==> src/rtl/alu_kogge_pkg.sv <==
`timescale 1ns/1ps
package alu_kogge_pkg;

    typedef enum logic [1:0] {
        OP_AND  = 2'b00,
        OP_XOR  = 2'b01,
        OP_ADD  = 2'b10,
        OP_NONE = 2'b11
    } alu_op_e;

endpackage

==> src/rtl/alu_pg_stage.sv <==
`timescale 1ns/1ps
// Per-bit propagate / generate formation.
module alu_pg_stage #(
    parameter int WIDTH = 8
) (
    input  logic [WIDTH-1:0] in_a,
    input  logic [WIDTH-1:0] in_b,
    output logic [WIDTH-1:0] bit_p,
    output logic [WIDTH-1:0] bit_g
);
    for (genvar i = 0; i < WIDTH; i++) begin : g_bit
        assign bit_p[i] = in_a[i] ^ in_b[i];
        assign bit_g[i] = in_a[i] & in_b[i];
    end
endmodule

==> src/rtl/alu_prefix_net.sv <==
`timescale 1ns/1ps
// Kogge-Stone carry network: log2(WIDTH) levels, span doubling per level.
module alu_prefix_net #(
    parameter int WIDTH = 8
) (
    input  logic [WIDTH-1:0] bit_p,
    input  logic [WIDTH-1:0] bit_g,
    output logic [WIDTH-1:0] grp_g,   // generate over bits i..0
    output logic [WIDTH-1:0] grp_p    // propagate over bits i..0
);
    localparam int LEVELS = $clog2(WIDTH);

    logic [WIDTH-1:0] g_lvl [LEVELS+1];
    logic [WIDTH-1:0] p_lvl [LEVELS+1];

    assign g_lvl[0] = bit_g;
    assign p_lvl[0] = bit_p;

    for (genvar l = 0; l < LEVELS; l++) begin : g_level
        localparam int SPAN = 1 << l;
        for (genvar i = 0; i < WIDTH; i++) begin : g_node
            if (i >= SPAN) begin : g_merge
                assign g_lvl[l+1][i] = g_lvl[l][i] | (p_lvl[l][i] & g_lvl[l][i-SPAN]);
                assign p_lvl[l+1][i] = p_lvl[l][i] & p_lvl[l][i-SPAN];
            end else begin : g_pass
                assign g_lvl[l+1][i] = g_lvl[l][i];
                assign p_lvl[l+1][i] = p_lvl[l][i];
            end
        end
    end

    assign grp_g = g_lvl[LEVELS];
    assign grp_p = p_lvl[LEVELS];

    // Group propagate of the full word must mean every bit propagates (R3 carry path).
    always_comb begin
        a_r3_full_propagate: assert (grp_p[WIDTH-1] == (&bit_p))
            else $error("group propagate mismatch");
        a_r7_no_carry_without_generate: assert ((bit_g != '0) || (grp_g == '0))
            else $error("carry created with no generate bit");
    end
endmodule

==> src/rtl/alu_sum_stage.sv <==
`timescale 1ns/1ps
// Sum generator: propagate XOR incoming carry, carry into bit 0 is zero.
module alu_sum_stage #(
    parameter int WIDTH = 8
) (
    input  logic [WIDTH-1:0] bit_p,
    input  logic [WIDTH-1:0] grp_g,
    output logic [WIDTH-1:0] sum,
    output logic             cout
);
    logic [WIDTH-1:0] carry_in_vec;

    assign carry_in_vec = {grp_g[WIDTH-2:0], 1'b0};
    assign sum          = bit_p ^ carry_in_vec;
    assign cout         = grp_g[WIDTH-1];
endmodule

==> src/rtl/alu_kogge8.sv <==
`timescale 1ns/1ps
module alu_kogge8
    import alu_kogge_pkg::*;
#(
    parameter int WIDTH = 8
) (
    input  logic [7:0] opnd_a,
    input  logic [7:0] opnd_b,
    input  logic [1:0] op_sel,
    output logic [7:0] result,
    output logic       carry_out
);
    localparam int SUMW = WIDTH + 1;

    typedef struct packed {
        logic [WIDTH-1:0] res;
        logic             cout;
    } alu_out_t;

    logic [WIDTH-1:0] bit_p, bit_g, grp_g, grp_p, sum_w;
    logic             sum_cout;
    alu_out_t         out_d;
    alu_op_e          op_e;

    assign op_e = alu_op_e'(op_sel);

    alu_pg_stage #(.WIDTH(WIDTH)) u_pg (
        .in_a  (opnd_a),
        .in_b  (opnd_b),
        .bit_p (bit_p),
        .bit_g (bit_g)
    );

    alu_prefix_net #(.WIDTH(WIDTH)) u_net (
        .bit_p (bit_p),
        .bit_g (bit_g),
        .grp_g (grp_g),
        .grp_p (grp_p)
    );

    alu_sum_stage #(.WIDTH(WIDTH)) u_sum (
        .bit_p (bit_p),
        .grp_g (grp_g),
        .sum   (sum_w),
        .cout  (sum_cout)
    );

    // Three-way result selector; the spare code yields zero.
    always_comb begin
        out_d = '0;
        unique case (op_e)
            OP_AND:  out_d.res = opnd_a & opnd_b;
            OP_XOR:  out_d.res = bit_p;
            OP_ADD:  begin
                out_d.res  = sum_w;
                out_d.cout = sum_cout;
            end
            default: out_d = '0;
        endcase
    end

    assign result    = out_d.res;
    assign carry_out = out_d.cout;

    // Port-level checks against a behavioural reference.
    always_comb begin
        if (op_sel == 2'b10) begin
            a_r3_add_matches_sum: assert ({carry_out, result} == (SUMW'(opnd_a) + SUMW'(opnd_b)))
                else $error("prefix sum differs from reference");
        end
        if (op_sel != 2'b10) begin
            a_r1_no_carry_logical: assert (carry_out == 1'b0)
                else $error("carry set outside ADD");
        end
        if (op_sel == 2'b11) begin
            a_r4_spare_code_zero: assert (result == '0)
                else $error("spare code gives nonzero result");
        end
        if (op_sel == 2'b01) begin
            a_r2_xor_result: assert ((result ^ opnd_b) == opnd_a)
                else $error("XOR result inconsistent");
        end
    end
endmodule

==> config.mk <==
export PLATFORM = sky130hd
export DESIGN_NAME = alu_kogge8
export DESIGN_NICKNAME = d
export VERILOG_FILES = /design/src/rtl/alu_kogge_pkg.sv /design/src/rtl/alu_pg_stage.sv /design/src/rtl/alu_prefix_net.sv /design/src/rtl/alu_sum_stage.sv /design/src/rtl/alu_kogge8.sv
export SDC_FILE = /design/constraint.sdc
export NUM_CORES = 1
export LEC_CHECK = 0
export ABC_CLOCK_PERIOD_IN_PS = 3800
export BUFFER_PORTS_ARGS = -buffer_cell sky130_fd_sc_hd__clkbuf_2
export CORE_AREA = 2 2 39 41
export DETAILED_ROUTE_END_ITERATION = 8
export DIE_AREA = 0 0 41 43
export GPL_TIMING_DRIVEN = 0
export PLACE_DENSITY = 0.68
export SKIP_LAST_GASP = 1
export SLEW_MARGIN = 0
export SYNTH_ARGS = -nofsm -noshare
export SYNTH_HDL_FRONTEND = slang
export SYNTH_SLANG_ARGS = --single-unit
==> constraint.sdc <==
create_clock -name vclk -period 3.8
set_input_delay 0.76 -clock vclk [all_inputs]
set_output_delay 0.76 -clock vclk [all_outputs]
set_load 0.02 [all_outputs]
# Yosys cells after proc, flatten, opt, wreduce, memory -nomap -nowiden
# Index checks and enable logic that the tools add are counted.
# op_classes
eq_ne	2
mux	2
bitwise_logic	62
reduce_logical	1
# ops
operator	count
AND 1 bit	35
case mux 8 bit (3 select lines)	1
OR 1 bit	17
AND 8 bit	1
bitwise XOR 1 bit	8
bitwise XOR 8 bit	1
equality test 2 x 1 -> 1 bit (second input constant)	1
equality test 2 bit (second input constant)	1
logical NOT 2 bit	1
two-way mux 1 bit	1
# word_totals
ff_bits	0
in_bits	18
out_inout_bits	9
word_cells	67

# Depth between registers and ports, before layout
# Gate-level depths: netlist of the first run.
# logic_depth
ltp_word	8
ltp_mapped	7

# By module
# From an unflattened synthesis of the first run, not the netlist that was laid out.
# hier_totals
cells_unflattened	84
hier_area_um2	728.2
# by_module_without_submodules
module	n_inst	cells_per_inst	area_each_um2	seq_area_each_um2
alu_kogge8	1	38	370.4	0.0
alu_prefix_net	1	29	181.4	0.0
alu_pg_stage	1	8	100.1	0.0
alu_sum_stage	1	9	76.3	0.0

# Least setup slack after synthesis of the first run
# Ideal clock, no wire load.
# synth_timing
path_kind	in2out
from	input port opnd_a[0]
to	output port result[6]
t_arrival_ns	2.298
slack_ns	0.742
path_stages	7
n_path_buf	0
path_cell_list	ha_1 -> fa_1 -> a21oi_1 -> o21ai_1 -> a21oi_1 -> a21oi_1 -> o22ai_1
# synth_between
elab_chain_len	7
# synth_rtl
item	line_no	rtl
start, declared	alu_kogge8.sv:7	input logic [7:0] opnd_a,
AND 1 bit	alu_pg_stage.sv:13	assign bit_g[i] = in_a[i] & in_b[i];
AND 1 bit	alu_prefix_net.sv:23	assign g_lvl[l+1][i] = g_lvl[l][i] | (p_lvl[l][i] & g_lvl[l][i-SPAN]);
OR 1 bit	alu_prefix_net.sv:23	
AND 1 bit	alu_prefix_net.sv:23	
OR 1 bit	alu_prefix_net.sv:23	
bitwise XOR 8 bit	alu_sum_stage.sv:14	assign sum = bit_p ^ carry_in_vec;
case mux 8 bit (3 select lines)	alu_kogge8.sv:51	unique case (op_e)
end, declared	alu_kogge8.sv:10	output logic [7:0] result,
# Every way passes these cells.

# Worst setup path after layout of the first run
# Same ends and word-level chain as after synthesis.

==> results.txt, run 1 <==
initial core utilization - 0.331
critical path depth - 9
crit path DAT - 2.54 ns
Bufs and invs on worst path - 2
Layout clock buffers - 0
net count after synthesis - 94
row count - 14
initial DRC count - 13
Final period util - 0.867
area occupied by multi-input gates - 438 sq um
Residual DRC - 0
via/cell ratio - 5.55
fmax - 303 MHz
mean post-synth cell area - 6.83 sq um
WP data required - 3.04 ns
Synth Warn # - 0
crit path cell chain - clkbuf_2 -> ha_1 -> fa_1 -> a21oi_1 -> o21ai_1 -> a21oi_1 -> a21oi_1 -> o22ai_1 -> clkbuf_2
Hold/Removal Path Class - input port to output port
status - completed
layout cells sized above 1 - 0.366
most frequent CP cell - a21oi_1
Antenna Cells - 0
num sequential - 0
synth top area cells - ha_1, a21oi_1, nor2_1
vias in the first global route - 497
slew at the pin with the worst max-slew slack - 0.374 ns
Synth area leader - ha_1
CP Launch Type - input port
total negative slack - 0 ns
post-place setup slack - 0.514 ns
share of the synthesized area in the top cell type - 0.219
Setup crit end kind - output port
nets - 122
WHS - 1.93 ns
cell area after layout - 608 sq um
placed cells - 109
RSZ-0062 raised after global routing - no
register area - 0 sq um
P&R area growth vs syn - 32.8%
hpwl dp - 1020 um
cell count after synthesis - 67
Critical-path top delay cell - fa_1
PortBufs - 26
peak supply drop - 0.0000586 V
max_slew headroom - 0.750
drt pass-1 iters - 4
min Tclk post-route - 3.30 ns
gpl congestion - 0.739
worst setup path class - input port to output port
post-cts sizing count - 0
die height - 43 um
Max Cap Viol - 0
worst hold path depth - 3
DIE AREA - 1760 sq um
placed instance area - 608 sq um
Routed WL - 1200 um
DR vias - 605
Final Max Slew Viols - 0
CORE AREA - 1380 sq um
hold violation count in the final report - 0
synthesized cell area - 458 sq um
sequential area share after synthesis - 0
first-pass GRT wire length - 1880 um
worst setup margin - 0.504 ns
initial antenna violation count - 0
CP peak stage delay - 0.43 ns
Pleak - 0.305 nW
largest net degree at the start of global routing - 10
drt wl/cell - 11.0 um
fill count - 166
Final ANT Viol Nets - 0
DIE WIDTH - 41 um
All-Layer GR Usage - 0.139
post-CTS setup buffer count - 0
Non-Filler Instances - 109
kind of cell adding the most delay to the critical path - compound AO/OA/AOI/OAI gates
Crit Path Max Fanout - 4
Distinct cells, synth - 26
Hold Buf Count CTS - 0
endpoints failing setup - 0
remaining global-route overflow - 0
Power Density - 166 nW/um^2
io pins - 27
## power breakdown
group	total [W]	internal (W)	leakage, nW	switching, W
clock	0	0	0	0
sequential	0	0	0	0
combinational	0.000101	0.0000429	0.305	0.0000581
## cells by family (layout without fill, tap and decap cells)
kind of cell	after synthesis	in the layout	share of synthesized area
AOI/OAI and AO/OA	33	33	0.459
xor gates and xnor gates	2	2	0.0383
adders and majority gates	9	9	0.262
buffers and inverters	5	31	0.0437
muxes	2	2	0.0437
and+or+nand+nor	16	16	0.153
## Yosys cell counts
master	instances
a21oi_1	9
ha_1	8
nor2_1	8
nand2_1	5
o21ai_0	5
o21ai_1	5
a22oi_1	3
o22ai_1	3
inv_1	2
inv_2	2
mux2i_1	2
a211oi_2	1
a21o_2	1
buf_2	1
fa_1	1
nand3_1	1
nor3_1	1
o211ai_1	1
o21a_1	1
o21ai_2	1
o21bai_1	1
o31a_1	1
o31ai_2	1
or2b_4	1
xnor2_1	1
xor2_1	1
## final timing paths
| check | startpoint | to | slack (ns) |
|---|---|---|---|
| min | op_sel[1] | result[1] | 1.93 |
| max | opnd_a[0] | result[6] | 0.50 |
## metrics by stage
step                 util  power [W]
CTS                 0.439   0.000102
detailed placement  0.439   0.000101
finish              0.439   0.000101
global route        0.439   0.000113
global placement    0.439  0.0000993
floorplan               -  0.0000715
## cell usage in the layout, fill, tap and decap left out, drive strengths merged
cell,netlist,layout
nor2,8,8
o31ai,1,1
o211ai,1,1
buf,1,1
o21a,1,1
mux2i,2,2
a21o,1,1
nand2,5,5
clkbuf,0,26
xor2,1,1
o31a,1,1
or2b,1,1
xnor2,1,1
o22ai,3,3
fa,1,1
o21ai,11,11
nand3,1,1
a21oi,9,9
a211oi,1,1
nor3,1,1
ha,8,8
a22oi,3,3
o21bai,1,1
inv,4,4
## tightest hold or removal path, stage by stage
cell,delay [ns]
clkbuf_2,0.15
o21ai_0,0.10
clkbuf_2,0.15
## final cells by class
class                      instances  area share
buffer                             1     0.00823
inverter                           4      0.0247
multi-input combinational         62       0.720
tap                               16      0.0329
timing repair buffer              26       0.214
## layer usage
| layer | vias up | part of all wire | global-route usage |
|---|---|---|---|
| met5 | - | 0 | 0 |
| met4 | 0 | 0 | 0 |
| met3 | 0 | 0.068 | 0 |
| met2 | 27 | 0.52 | 0.238 |
| met1 | 272 | 0.41 | 0.199 |
| li1 | 306 | - | - |
(Power assumes the default switching activity.)
==> inputs of run 2 (changes only) <==
BUFFER_PORTS_ARGS = -buffer_cell sky130_fd_sc_hd__buf_2   (was -buffer_cell sky130_fd_sc_hd__clkbuf_2)
==> run 2 against run 1 <==
  * Maximum frequency decreased by 0.17%
  * Non-clock buffer count unchanged
  * Sequential share of layout area unchanged
  * Hold slack got worse by 0.013 ns
  * Highest routed layer unchanged
==> results.txt, run 2 (synthesis results as in run 1) <==
initial core utilization - 0.331
Layout clock buffers - 0
Routed WL - 1190 um
crit path DAT - 2.54 ns
CP peak stage delay - 0.43 ns
Final ANT Viol Nets - 0
layout cells sized above 1 - 0.366
die height - 43 um
max_slew headroom - 0.750
Hold Buf Count CTS - 0
nets - 122
commonest cells after routing, fill and taps aside - buf_2, a21oi_1, nor2_1, ha_1
total negative slack - 0 ns
min Tclk post-route - 3.30 ns
CP Launch Type - input port
DIE WIDTH - 41 um
Final Max Slew Viols - 0
peak supply drop - 0.0000628 V
fin util - 0.439
Max Used Layer - met3
via/cell ratio - 5.45
Critical-path top delay cell - fa_1
Residual DRC - 0
hold violation count in the final report - 0
met1 WL - 526 um
status - completed
WHS - 1.91 ns
Power Density - 166 nW/um^2
Max Cap Viol - 0
drt pass-1 iters - 4
largest net degree at the start of global routing - 10
Pleak - 0.305 nW
most frequent CP cell - a21oi_1
post-cts sizing count - 0
Final period util - 0.869
vias in the first global route - 504
slew at the pin with the worst max-slew slack - 0.374 ns
RSZ-0062 raised after global routing - no
worst setup path class - input port to output port
Clock power frac - 0
initial antenna violation count - 0
PortBufs - 26
register area - 0 sq um
CORE AREA - 1380 sq um
All-Layer GR Usage - 0.140
Combinational Power Share - 1.000
crit path cell chain - buf_2 -> ha_1 -> fa_1 -> a21oi_1 -> o21ai_1 -> a21oi_1 -> a21oi_1 -> o22ai_1 -> buf_2
hpwl dp - 1000 um
row count - 14
first-pass GRT wire length - 1870 um
P_sw - 0.0000578 W
Internal - 0.0000431 W
DIE AREA - 1760 sq um
WP data required - 3.04 ns
commonest non-fill, non-tap cell in the layout - buf_2
Crit Path Max Fanout - 4
Bufs and invs on worst path - 2
endpoints failing setup - 0
DR vias - 594
num sequential - 0
fmax - 303 MHz
met3 wire length - 71 um
Sw Share - 0.573
initial DRC count - 10
Antenna Cells - 0
area occupied by multi-input gates - 438 sq um
drt wl/cell - 10.9 um
io pins - 27
fill count - 153
DR WL met2 - 594 um
P&R area growth vs syn - 32.8%
kind of cell adding the most delay to the critical path - compound AO/OA/AOI/OAI gates
Hold/Removal Path Class - input port to output port
post-CTS setup buffer count - 0
sequential share of power - 0
remaining global-route overflow - 0
Setup crit end kind - output port
gpl congestion - 0.739
-- run 2: changes by cell type in the layout (fill, tap and decap cells not counted), sizes merged --
| cell | before | now |
|---|---|---|
| clkbuf | 26 | 0 |
| buf | 1 | 27 |
-- run 2: final timing paths --
path | startpoint | to | slack (ns) | cells after the start
min | op_sel[1] | result[1] | 1.91 | 3
max | opnd_a[0] | result[6] | 0.50 | 9
-- run 2: area by class of cell --
| type | count | share of cell area |
|---|---|---|
| Buffer | 1 | 0.00823 |
| Multi-Input combinational cell | 62 | 0.720 |
| Inverter | 4 | 0.0247 |
| Timing Repair Buffer | 26 | 0.214 |
| Tap cell | 16 | 0.0329 |
-- run 2: layer usage --
metal	global-route usage	up-vias
met5	0	-
met4	0	0
met3	0	0
met2	0.253	18
met1	0.187	267
li1	-	309
-- run 2: power groups by stage --
stage / clock, W / combinational, W / sequential, W
after global routing: 0 / 0.000112 / 0
after global placement: 0 / 0.0000991 / 0
after CTS: 0 / 0.000102 / 0
final: 0 / 0.000101 / 0
after floorplan: 0 / 0.0000715 / 0
after detailed placement: 0 / 0.000101 / 0
-- run 2: metrics by stage --
stage | instances | total power, W | setup WS (ns) | area, sq um
global placement | 109 | 0.0000991 | 0.539 | 608
global route | 109 | 0.000112 | 0.392 | 608
detailed placement | 109 | 0.000101 | 0.498 | 608
floorplan | 67 | 0.0000715 | 0.742 | 458
finish | 109 | 0.000101 | 0.498 | 608
CTS | 109 | 0.000102 | 0.496 | 608
